### src/rtl/irqsv_pkg.sv
package irqsv_pkg;
   // Revision at and above which status is write-one-to-clear
   localparam logic [7:0] NEW_REV      = 8'h34;
   // Fixed flag positions decoded by the transfer engine and software
   localparam int         ERR_NACK_BIT = 1;
   localparam int         RX_RDY_BIT   = 3;
   localparam int         TX_RDY_BIT   = 4;
   localparam int         BUSY_BIT     = 12;
   localparam int         RX_DMA_BIT   = 15;
   localparam int         TX_DMA_BIT   = 7;
   localparam int         FORCE_BIT    = 11;
   localparam logic [15:0] W1C_BITS    = 16'h0027;
   localparam logic [15:0] FORCE_BITS  = 16'h003f;
   localparam logic [15:0] DMA_KEEP    = 16'h8080;
   localparam logic [15:0] OLD_KEEP    = 16'h001f;
   localparam logic [15:0] NEW_KEEP    = 16'h003f;
endpackage

### src/rtl/irqsv_vec_enc.sv
module irqsv_vec_enc #(
   parameter int W  = 16,
   localparam int IW = (W > 1) ? $clog2(W) : 1
) (
   input  logic [W-1:0]  pend_i,
   output logic          any_o,
   output logic [W-1:0]  onehot_o,
   output logic [IW-1:0] idx_o
);
   logic [W:0] below;
   assign below[0] = 1'b0;

   for (genvar g = 0; g < W; g++) begin : g_chain
      assign below[g+1]  = below[g] | pend_i[g];
      assign onehot_o[g] = pend_i[g] & ~below[g];
   end

   assign any_o = below[W];

   always_comb begin
      idx_o = '0;
      for (int i = 0; i < W; i++) begin
         if (onehot_o[i]) idx_o = idx_o | IW'(i);
      end
   end
endmodule

### src/rtl/irqsv_status.sv
module irqsv_status #(
   parameter int W = 16
) (
   input  logic         clk,
   input  logic         rst,
   input  logic [W-1:0] set_i,
   input  logic [W-1:0] clr_i,
   input  logic [W-1:0] frc_i,
   output logic [W-1:0] stat_d_o,
   output logic [W-1:0] stat_q_o
);
   // set pulses and forcing are ORed after the clear: set wins
   assign stat_d_o = (stat_q_o & ~clr_i) | set_i | frc_i;

   always_ff @(posedge clk) begin
      if (rst) stat_q_o <= '0;
      else     stat_q_o <= stat_d_o;
   end

   // every pulsed bit is present after the edge, whatever the clear
   p_set_wins_r9: assert property (@(posedge clk) disable iff (rst)
      (set_i != '0) |=> ((stat_q_o & $past(set_i)) == $past(set_i)));
endmodule

### src/rtl/irqsv_cfg.sv
module irqsv_cfg #(
   parameter int          W         = 16,
   parameter logic [15:0] MASK_KEEP = 16'h003f,
   parameter logic [15:0] DMA_KEEP  = 16'h8080,
   parameter int          RX_EN     = 15,
   parameter int          TX_EN     = 7,
   parameter int          RX_IE     = 3,
   parameter int          TX_IE     = 4
) (
   input  logic         clk,
   input  logic         rst,
   input  logic         mask_wr_i,
   input  logic [W-1:0] mask_wdata_i,
   input  logic         dma_wr_i,
   input  logic [W-1:0] dma_wdata_i,
   output logic [W-1:0] mask_d_o,
   output logic [W-1:0] mask_q_o,
   output logic [W-1:0] dma_d_o,
   output logic [W-1:0] dma_q_o
);
   localparam logic [W-1:0] MKEEP = W'(MASK_KEEP);
   localparam logic [W-1:0] DKEEP = W'(DMA_KEEP);

   always_comb begin
      mask_d_o = mask_wr_i ? (mask_wdata_i & MKEEP) : mask_q_o;
      dma_d_o  = dma_q_o;
      if (dma_wr_i) begin
         dma_d_o = dma_wdata_i & DKEEP;
         if (dma_wdata_i[RX_EN]) mask_d_o[RX_IE] = 1'b0;
         if (dma_wdata_i[TX_EN]) mask_d_o[TX_IE] = 1'b0;
      end
   end

   always_ff @(posedge clk) begin
      if (rst) begin
         mask_q_o <= '0;
         dma_q_o  <= '0;
      end else begin
         mask_q_o <= mask_d_o;
         dma_q_o  <= dma_d_o;
      end
   end

   // a DMA enable for a direction turns its ready interrupt off
   p_dma_kills_rx_ie_r6: assert property (@(posedge clk) disable iff (rst)
      (dma_wr_i && dma_wdata_i[RX_EN]) |=> !mask_q_o[RX_IE]);
   p_dma_kills_tx_ie_r6: assert property (@(posedge clk) disable iff (rst)
      (dma_wr_i && dma_wdata_i[TX_EN]) |=> !mask_q_o[TX_IE]);
   // a mask write never lands outside the kept field
   p_mask_field_r5: assert property (@(posedge clk) disable iff (rst)
      mask_wr_i |=> ((mask_q_o & ~MKEEP) == '0));
endmodule

### src/rtl/irq_status_vector.sv
module irq_status_vector #(
   parameter int         STAT_W   = 16,
   parameter logic [7:0] REVISION = 8'h34,
   localparam int        VEC_W    = $clog2(STAT_W + 1),
   localparam int        IDX_W    = $clog2(STAT_W)
) (
   input  logic              clk,
   input  logic              rst,
   input  logic [STAT_W-1:0] evt_set_i,
   input  logic              bus_busy_i,
   input  logic              stat_wr_i,
   input  logic [STAT_W-1:0] stat_wdata_i,
   input  logic              mask_wr_i,
   input  logic [STAT_W-1:0] mask_wdata_i,
   input  logic              dma_wr_i,
   input  logic [STAT_W-1:0] dma_wdata_i,
   input  logic              test_wr_i,
   input  logic [STAT_W-1:0] test_wdata_i,
   input  logic              vec_rd_i,
   output logic [VEC_W-1:0]  vec_data_o,
   output logic [STAT_W-1:0] stat_rd_o,
   output logic [STAT_W-1:0] mask_o,
   output logic [STAT_W-1:0] dma_cfg_o,
   output logic              irq_o,
   output logic              rx_dma_req_o,
   output logic              tx_dma_req_o
);
   import irqsv_pkg::*;

   localparam bit          IS_OLD = (REVISION < NEW_REV);
   localparam logic [15:0] KEEP   = IS_OLD ? OLD_KEEP : NEW_KEEP;

   if (STAT_W < 16) begin : g_bad_width
      $error("irq_status_vector: STAT_W must be at least 16");
   end

   logic [STAT_W-1:0] stat_q, stat_d, mask_q, mask_d, dma_q, dma_d;
   logic [STAT_W-1:0] clr_vec, frc_vec;

   irqsv_status #(.W(STAT_W)) u_status (
      .clk      (clk),
      .rst      (rst),
      .set_i    (evt_set_i),
      .clr_i    (clr_vec),
      .frc_i    (frc_vec),
      .stat_d_o (stat_d),
      .stat_q_o (stat_q)
   );

   irqsv_cfg #(
      .W         (STAT_W),
      .MASK_KEEP (KEEP),
      .DMA_KEEP  (DMA_KEEP),
      .RX_EN     (RX_DMA_BIT),
      .TX_EN     (TX_DMA_BIT),
      .RX_IE     (RX_RDY_BIT),
      .TX_IE     (TX_RDY_BIT)
   ) u_cfg (
      .clk          (clk),
      .rst          (rst),
      .mask_wr_i    (mask_wr_i),
      .mask_wdata_i (mask_wdata_i),
      .dma_wr_i     (dma_wr_i),
      .dma_wdata_i  (dma_wdata_i),
      .mask_d_o     (mask_d),
      .mask_q_o     (mask_q),
      .dma_d_o      (dma_d),
      .dma_q_o      (dma_q)
   );

   if (IS_OLD) begin : g_vector
      logic              vec_any;
      logic [STAT_W-1:0] vec_hot;
      logic [IDX_W-1:0]  vec_idx;

      irqsv_vec_enc #(.W(STAT_W)) u_enc (
         .pend_i   (stat_q & mask_q),
         .any_o    (vec_any),
         .onehot_o (vec_hot),
         .idx_o    (vec_idx)
      );

      assign vec_data_o = vec_any ? (VEC_W'(vec_idx) + VEC_W'(1)) : '0;
      assign clr_vec    = vec_rd_i ? vec_hot : '0;
      assign frc_vec    = '0;

      // the reported flag is gone after the read unless re-pulsed
      p_vec_clears_r3: assert property (@(posedge clk) disable iff (rst)
         (vec_rd_i && vec_any && !evt_set_i[vec_idx]) |=> !stat_q[$past(vec_idx)]);
      // status writes do nothing in this variant
      p_old_stat_wr_inert_r4: assert property (@(posedge clk) disable iff (rst)
         (stat_wr_i && !vec_rd_i && !test_wr_i && evt_set_i == '0) |=> $stable(stat_q));
   end else begin : g_direct
      assign vec_data_o = '0;
      assign clr_vec    = stat_wr_i ? (stat_wdata_i & STAT_W'(W1C_BITS)) : '0;
      assign frc_vec    = (test_wr_i && test_wdata_i[FORCE_BIT]) ? STAT_W'(FORCE_BITS) : '0;

      // write-one-to-clear reaches the NACK flag
      p_w1c_nack_r4: assert property (@(posedge clk) disable iff (rst)
         (stat_wr_i && stat_wdata_i[ERR_NACK_BIT] && !evt_set_i[ERR_NACK_BIT] &&
          !(test_wr_i && test_wdata_i[FORCE_BIT])) |=> !stat_q[ERR_NACK_BIT]);
      // forced flags are all present after the edge
      p_force_r7: assert property (@(posedge clk) disable iff (rst)
         (test_wr_i && test_wdata_i[FORCE_BIT]) |=> ((stat_q & STAT_W'(FORCE_BITS)) == STAT_W'(FORCE_BITS)));
   end

   always_ff @(posedge clk) begin
      if (rst) begin
         irq_o        <= 1'b0;
         rx_dma_req_o <= 1'b0;
         tx_dma_req_o <= 1'b0;
      end else begin
         irq_o        <= |(stat_d & mask_d);
         rx_dma_req_o <= dma_d[RX_DMA_BIT] & stat_d[RX_RDY_BIT];
         tx_dma_req_o <= dma_d[TX_DMA_BIT] & stat_d[TX_RDY_BIT];
      end
   end

   assign stat_rd_o = stat_q | (STAT_W'(bus_busy_i) << BUSY_BIT);
   assign mask_o    = mask_q;
   assign dma_cfg_o = dma_q;

   // the registered line agrees with the stored state
   p_irq_tracks_r1: assert property (@(posedge clk) disable iff (rst)
      irq_o == |(stat_q & mask_q));
   // no DMA request without its enable
   p_rx_gate_r2: assert property (@(posedge clk) disable iff (rst)
      !dma_q[RX_DMA_BIT] |-> !rx_dma_req_o);
   p_tx_gate_r2: assert property (@(posedge clk) disable iff (rst)
      !dma_q[TX_DMA_BIT] |-> !tx_dma_req_o);
   // reset leaves every output request low
   p_reset_quiet_r10: assert property (@(posedge clk)
      rst |=> (!irq_o && !rx_dma_req_o && !tx_dma_req_o));
endmodule

### config.mk
export PLATFORM = sky130hd
export DESIGN_NAME = irq_status_vector
export DESIGN_NICKNAME = d
export VERILOG_FILES = /design/src/rtl/irqsv_pkg.sv /design/src/rtl/irqsv_vec_enc.sv /design/src/rtl/irqsv_status.sv /design/src/rtl/irqsv_cfg.sv /design/src/rtl/irq_status_vector.sv
export SDC_FILE = /design/constraint.sdc
export NUM_CORES = 1
export LEC_CHECK = 0
export BUFFER_PORTS_ARGS = -buffer_cell sky130_fd_sc_hd__buf_4
export CORE_ASPECT_RATIO = 0.7
export CORE_MARGIN = 2
export CORE_UTILIZATION = 37
export CTS_BUF_LIST = sky130_fd_sc_hd__clkbuf_4 sky130_fd_sc_hd__clkbuf_8 sky130_fd_sc_hd__clkbuf_16
export DETAILED_ROUTE_END_ITERATION = 8
export PLACE_DENSITY = 0.8
export SETUP_SLACK_MARGIN = 0.3
export SYNTH_ARGS = -nofsm -noshare
export SYNTH_HDL_FRONTEND = slang
export SYNTH_SLANG_ARGS = --single-unit
### constraint.sdc
create_clock -name clk -period 1.5 [get_ports clk]
set_clock_uncertainty 0.15 [all_clocks]
set_input_delay 0.225 -clock clk [delete_from_list [all_inputs] [get_ports clk]]
set_output_delay 0.225 -clock clk [all_outputs]
set_load 0.005 [all_outputs]
==> metrics.txt, run 1 <==
FFs w/ async S/R, synth 0%; sequential area share after synthesis 46.8%; status finished, final reports clean; pin count of the biggest net entering global routing 18; latest clock arrival within the worst-skew pair 280 ps; CTS tree yes; CP Class register to register; placed cells 283; GRT Util Overall 14.1%; 1st-pass router iterations 4; n_diodes 0; vias in the first global route 1159; Root Driver clkbuf_8; Routed WL 3400 µm; Main synth FF type dfxtp_1; total CTS buffers 5; Register Area 743 µm²; min-delay worst type input port to register; clk buf depth 2; Fmax 0.689 GHz; Syn. warnings 0; Die Area 4830 µm²; Slew Viols, Final 0; startpoint types register; Synth cell types 30; number of synthesized flops with an enable pin 0; post-synthesis cell count 175; row cnt 19; synthesized flop and latch total 37; vias per inst 4.42; Port Buffers 72; drt first-iter violations 27; Final HPWL DP 2610 µm; Cell Count, Final, Fillers Out 293; ANT nets after route 0; Post-Syn Area 1580 µm²; share of cells above drive strength 1 40.2%; initial antenna violation count 0; Wirelength per Cell 11.6 µm; layout net count 328; RSZ-0062 raised after global routing yes; residual DRC count 0; first-pass GRT wire length 5040 µm; H-tree levels 2; # fillers 408; Die X 82.2 µm; LEAKAGE 0.00105 µW; R2R depth 5; final period utilization 96.8%; setup violators final 0; gpl congestion 0.723; Vias 1296; Power Density 1030 nW/µm²; Crit path required time 1520 ps; Tmin final 1450 ps; Area growth syn-to-layout 38.6%; number of top-level pins 144; setup_tns 0 ps; hold path depth 3; Hold Vio Cnt, Final 0; CP Capture Type register; Worst VDD drop 0.761 mV; Die Y 58.7 µm; CP arrival 1470 ps; critical path peak fanout 3; max-cap violations 0; postcts setup bufs 0; area of the multi-input gates 666 µm²; Initial Util 39.4%; mean post-synth cell area 9.05 µm²; core area 4020 µm²; CTS Sinks 37; gr ovfl total 0; Reg clk slew, reported paths 70 ps
## state kept, by name (all words and copies together), names as in the netlist
| register | flops |
|---|---|
| u_status.stat_q_o | 16 |
| rx_dma_req_o | 1 |
| irq_o | 1 |
| u_cfg.mask_q_o | 16 |
| tx_dma_req_o | 1 |
| u_cfg.dma_q_o | 2 |
## critical path, cell delays in order, from the launching register on
cell	delay, ps
dfxtp_2	330
a21boi_4	150
o31ai_4	250
a32oi_1	120
o221ai_1	220
a31oi_1	110
## cell families after synthesis
family	after synthesis	synth area share, %
and+or+nand+nor	67	20.3
buffers and inverters	39	18.0
DFF	37	46.8
AOI/OAI and AO/OA	25	10.7
muxes	6	3.95
other	1	0.237
## path summary, 6_finish.rpt
| path | to | slack (ps) | from |
|---|---|---|---|
| setup / recovery | irq_o | 50 | u_status.stat_q_o[5] |
| hold / removal | u_status.stat_q_o[11] | 6 | evt_set_i[11] |
| setup reg to reg | irq_o | 50 | u_status.stat_q_o[5] |
| hold reg to reg | u_status.stat_q_o[12] | 330 | u_status.stat_q_o[12] |
## Yosys cell counts (all sizes together), types with 2 or more instances
cell | number | area, µm²
clkbuf | 3 | 11.3
nor2 | 32 | 120
nor2b | 4 | 25.0
o31ai | 3 | 32.5
a211o | 2 | 17.5
nand4 | 2 | 12.5
buf | 36 | 274
dfxtp | 37 | 741
o21ai | 10 | 50.1
nand2b | 3 | 18.8
nor3 | 4 | 20.0
a21boi | 2 | 15.0
a21oi | 2 | 10.0
mux2i | 4 | 40.0
and2 | 11 | 71.3
nand2 | 7 | 26.3
mux2 | 2 | 22.5
a31oi | 2 | 12.5
## cell usage in the layout, fill, tap and decap left out, types with 3 or more instances in the layout
master / synthesis / final
nor3_1: 4 / 4
and2_1: 10 / 10
nand2b_1: 3 / 3
nor2b_1: 4 / 4
o21ai_0: 10 / 10
buf_4: 35 / 76
clkbuf_8: 0 / 6
nand2_1: 7 / 7
conb_1: 1 / 19
dfxtp_1: 37 / 35
mux2i_1: 4 / 4
nor2_1: 32 / 32
## final cells by class
cell class	count	share of cell area, %
Sequential cell	37	33.8
Multi-Input combinational cell	117	30.3
Timing Repair Buffer	79	27.4
Clock buffer	7	4.10
Tap cell	52	2.96
Clock inverter	1	1.37
## where the power goes
| part | total [µW] | internal, µW | switching [µW] |
|---|---|---|---|
| sequential | 1060 | 1030 | 28.8 |
| clock | 891 | 560 | 331 |
| combinational | 320 | 187 | 133 |
| total | 2270 | 1780 | 493 |
## metal layers
layer	vias to the layer above	wire [µm]	global-route usage, %
met1	586	1580	18.1
li1	657	-	-
met5	-	0	0
met3	3	254	4.91
met4	0	28	5.00
met2	50	1540	22.0
## timing repair
item                       in CTS  in global routing
pin swaps                       1                  4
setup endpoints to repair       2                  2
resized for setup               3                  5
hold endpoints to repair        2                  0
hold buffers                    2                  0
## per-stage QoR
step	setup WS [ps]	power [µW]	instance area (µm²)	util (%)	hold WS [ps]
detailed placement	14.9	1390	2020	50.3	297
floorplan	186	1280	1660	-	196
finish	47.9	2270	2200	54.7	5.65
global route	16.0	2380	2200	54.7	8.18
CTS	55.4	2290	2170	54.0	0.0142
global placement	25.4	1380	2020	50.3	291
Note: power is estimated with default switching activity, not from simulation.
==> run 2, diff against run 1 <==
PLACE_DENSITY = 0.81   (was 0.8)
==> run 2 against run 1 <==
Hold slack improved by 3.7 ps. Wire length up 6.2%. Clock power decreased by 9.4%. Sequential share of layout area shrank 0.27 points. Sequential power is essentially flat. Maximum frequency rose by 0.17%. Critical endpoint unchanged.
==> metrics.txt, run 2 (same netlist as run 1, synthesis figures left out) <==
status finished, final reports clean; RR Endpoint irq_o; final period utilization 96.6%; Tmin final 1450 ps; dpl ws 2.26 ps; Cell Count, Final, Fillers Out 294; RR Startpoint u_status.stat_q_o[5]; core area 4020 µm²; vias per inst 4.42; Die Y 58.7 µm; 1st-pass router iterations 4; n_diodes 0; setup violators final 0; commonest non-fill, non-tap cell in the layout buf_4; Hold WS 9.36 ps; Die X 82.2 µm; CP max stage delay 320 ps; CTS Sinks 37; R2R depth 5; Slew Viols, Final 0; Fmax 0.690 GHz; layout net count 330; startpoint types register; Port Buffers 72; setup slack, reg-to-reg 50 ps; max-cap violations 0; CP Capture Type register; Worst setup endpoint irq_o; latest clock arrival within the worst-skew pair 280 ps; Die Area 4830 µm²; min-delay worst type input port to register; total CTS buffers 5; Reg clk slew, reported paths 70 ps; clk buf depth 2; Hold Vio Cnt, Final 0; GRT Util Overall 15.2%; # fillers 400; Wirelength per Cell 12.3 µm; area of the multi-input gates 684 µm²; Final HPWL DP 2740 µm; Crit path required time 1520 ps; RSZ-0062 raised after global routing yes; number of top-level pins 144; Pwr Total 2200 µW; CP bufs+invs 0; ANT nets after route 0; CTS tree yes; row cnt 19; CP arrival 1470 ps; final setup margin 50.4 ps; critical path peak fanout 3; share of cells above drive strength 1 41.7%; Crit-path slowest cell dfxtp_2; Routed WL 3610 µm; H-tree levels 2; gpl congestion 0.747; initial antenna violation count 0; vias in the first global route 1257; top flop regs u_cfg.mask_q_o (16), u_status.stat_q_o (16), u_cfg.dma_q_o (2); Area growth syn-to-layout 39.7%; first-pass GRT wire length 5480 µm; drt first-iter violations 39; Root Driver clkbuf_8; highest-count cells in the layout ignoring fill and taps buf_4 (78), dfxtp_1 (35), nor2_1 (32); gr ovfl total 0; Vias 1299; critical path, cell by cell a21boi_4, o31ai_2, a32oi_2, o221ai_2, a31oi_1; CP Class register to register; Crit path max-delay family compound AO/OA/AOI/OAI gates; Power Density 996 nW/µm²; Worst VDD drop 0.541 mV; residual DRC count 0; Crit. Startpoint u_status.stat_q_o[5]; LEAKAGE 0.00106 µW; placed cells 284; WP depth 5; Register Area 743 µm²; Initial Util 39.4%; pin count of the biggest net entering global routing 15
run 2: worst min-delay path: stages:
cell and delay, ps:
buf_4 80, nor2_1 30, nor2_1 60
run 2: metal layers:
metal | track usage, % | share of wire, % | vias up
li1 | - | - | 658
met1 | 19.0 | 44 | 581
met2 | 25.0 | 48 | 55
met3 | 4.75 | 7.5 | 5
met4 | 5.00 | 0.89 | 0
met5 | 0 | 0 | -
run 2: where the power goes:
part / switching (µW) / internal, µW
clock network: 324 / 483
logic: 142 / 194
registers: 28.3 / 1030
run 2: what timing repair did:
item	CTS	global route
endpoints found under the setup margin	2	2
pin swaps	6	2
hold buffers	2	0
gates resized for setup	9	2
setup buffers	1	0
hold endpoints to repair	2	0
run 2: worst min path at each step:
stage | slack (ps) | cells after the start | start | end
finish | 9 | 3 | evt_set_i[11] | u_status.stat_q_o[11]
global route | 20 | 3 | evt_set_i[12] | u_status.stat_q_o[12]
CTS | 0.5 | 3 | evt_set_i[11] | u_status.stat_q_o[11]
detailed placement | 300 | 3 | evt_set_i[11] | u_status.stat_q_o[11]
global placement | 290 | 3 | evt_set_i[11] | u_status.stat_q_o[11]
floorplan | 200 | 2 | evt_set_i[10] | u_status.stat_q_o[10]
run 2: final cells by class:
class,count,share of cell area (%)
Clock buffer,5,3.11
Tap cell,52,2.94
Multi-Input combinational cell,117,30.9
Sequential cell,37,33.6
Clock inverter,2,1.58
Timing Repair Buffer,81,27.9
run 2: per-stage QoR:
stage          cell area [µm²]  util (%)  TNS [ps]
3_5_place_dp              2030      50.5         0
5_1_grt                   2210      55.1     -23.2
4_1_cts                   2200      54.8         0
6_report                  2210      55.1         0
2_1_floorplan             1660         -         0
3_3_place_gp              2030      50.5         0
==> run 3, diff against run 2 <==
BUFFER_PORTS_ARGS = default   (was -buffer_cell sky130_fd_sc_hd__buf_4)
CORE_UTILIZATION = 45   (was 37)
DONT_BUFFER_PORTS = 1   (was default)
PLACE_DENSITY = 0.61   (was 0.81)
==> run 3 against run 2 <==
The flow now finishes with violations (negative hold slack). Sequential cell count did not move. Setup slack gained 26 ps. Total power decreased by 13%. Non-clock buffer count fell by 78. Register-to-register slack improved by 30 ps. Utilization down 5.8 points. Critical path type unchanged.
==> metrics.txt, run 3 (same netlist as run 1, synthesis figures left out) <==
CP arrival 1430 ps; ANT nets after route 0; commonest non-fill, non-tap cell in the layout dfxtp_1; Reg power frac 56.1%; Crit. Startpoint u_status.stat_q_o[5]; startpoint types register; Die X 74.9 µm; gr ovfl total 0; max-cap violations 0; Pwr Total 1910 µW; Port Buffers 0; Hold Vio Cnt, Final 27; min-delay worst type input port to register; core area 3250 µm²; RSZ-0062 raised after global routing yes; CP Class register to register; Root Driver clkbuf_8; Routed WL 3000 µm; actual slew at the worst max-slew pin 523 ps; initial antenna violation count 0; Initial Util 48.7%; H-tree levels 2; number of top-level pins 144; GRT Util Overall 14.9%; Crit path required time 1500 ps; 1st-pass router iterations 4; residual DRC count 0; Wirelength per Cell 14.2 µm; Worst VDD drop 0.660 mV; Die Area 4020 µm²; setup slack, reg-to-reg 80 ps; drt first-iter violations 31; postcts setup bufs 0; pin count of the biggest net entering global routing 27; Fmax 0.702 GHz; share of cells above drive strength 1 14.6%; Crit-path slowest cell dfxtp_2; top flop regs u_cfg.mask_q_o (16), u_status.stat_q_o (16), u_cfg.dma_q_o (2); CP Capture Type register; row cnt 17; Net Switching 423 µW; CP max stage delay 330 ps; failing checks negative hold slack; Area growth syn-to-layout 1.19%; switching share of power 22.1%; LEAKAGE 0.000661 µW; highest-count cells in the layout ignoring fill and taps dfxtp_1 (35), nor2_1 (32), conb_1 (19); gpl congestion 0.698; R2R depth 5; first-pass GRT wire length 4290 µm; Internal 1490 µW; Worst setup endpoint irq_o; CTS Sinks 37; latest clock arrival within the worst-skew pair 280 ps; Power Density 1190 nW/µm²; Tmin final 1420 ps; critical path, cell by cell a21boi_4, o31ai_4, nand3_1, o221ai_2, a31oi_1; setup_tns 0 ps; n_diodes 0; Die Y 53.6 µm; placed cells 204; clock share of power 36.3%; Final HPWL DP 2240 µm; layout net count 252; combinational share of power 7.6%; RR Startpoint u_status.stat_q_o[5]; status finished with violations; total CTS buffers 5; CTS tree yes; critical path peak fanout 3; clk buf depth 2; vias per inst 4.94; Vias 1042; RR Endpoint irq_o; Reg clk slew, reported paths 70 ps; vias in the first global route 970; Cell Count, Final, Fillers Out 211; Hold WS -137 ps; Slew Viols, Final 0; Max-slew headroom 65.0%; # fillers 326; setup violators final 0; final period utilization 94.9%
==> run 3: cell count changes in the layout (fill, tap and decap cells not counted), sizes merged <==
cell         previous run  this run
bufinv                  1         0
dlygate4sd3             2         0
clkbuf                  5         7
clkinv                  1         0
buf                    79         3
==> run 3: metal layers <==
layer	routed length, µm	part of all wire [%]	GRT usage, %	up-vias
met5	0	0	0	-
met4	30	1.0	7.14	0
met3	341	11	8.43	4
met2	1410	47	23.0	55
met1	1230	41	16.7	480
li1	-	-	-	503
==> run 3: worst max-delay path, delay by kind of cell, from the launching register on <==
kind               cells  cell delay (ps)
AOI/OAI and AO/OA      4              710
DFF                    1              330
and+or+nand+nor        1              110
==> run 3: stage by stage <==
step | area (µm²) | hold WS [ps] | worst slack, ps | util (%)
floorplan | 1660 | 196 | 186 | -
global placement | 1460 | 151 | 57.3 | 44.9
detailed placement | 1460 | 151 | 21.8 | 44.9
CTS | 1580 | -154 | 27.6 | 48.6
global route | 1600 | -158 | 11.4 | 49.3
finish | 1600 | -137 | 76.1 | 49.3
==> run 3: what timing repair did <==
item                                   CTS  global route
pin swaps                                5             4
gates cloned                             0             0
endpoints found under the hold margin   27            27
setup endpoints to repair                2             2
gates resized for setup                  7             3
==> run 3: worst min path at each step <==
stage	from	to	slack [ps]	cells after the start
2_1_floorplan	evt_set_i[10]	u_status.stat_q_o[10]	200	2
3_3_place_gp	rst	u_status.stat_q_o[6]	150	1
3_5_place_dp	rst	u_status.stat_q_o[4]	150	1
4_1_cts	rst	u_status.stat_q_o[12]	-150	1
5_1_grt	rst	u_status.stat_q_o[12]	-160	1
6_report	rst	u_status.stat_q_o[5]	-140	1
==> run 3: layout make-up <==
cell class / instances / area (µm²) / share of cell area, %
Timing Repair Buffer: 3 / 22.5 / 1.41
Multi-Input combinational cell: 117 / 688 / 42.9
Clock buffer: 7 / 90.1 / 5.62
Sequential cell: 37 / 743 / 46.4
Tap cell: 47 / 58.8 / 3.67
==> run 3: power by group through the flow <==
stage	Combinational (µW)	Clock, µW	Sequential (µW)
floorplan	200	0	1080
global placement	125	0	1090
CTS	136	719	1070
detailed placement	129	0	1090
finish	145	693	1070
global route	165	761	1080
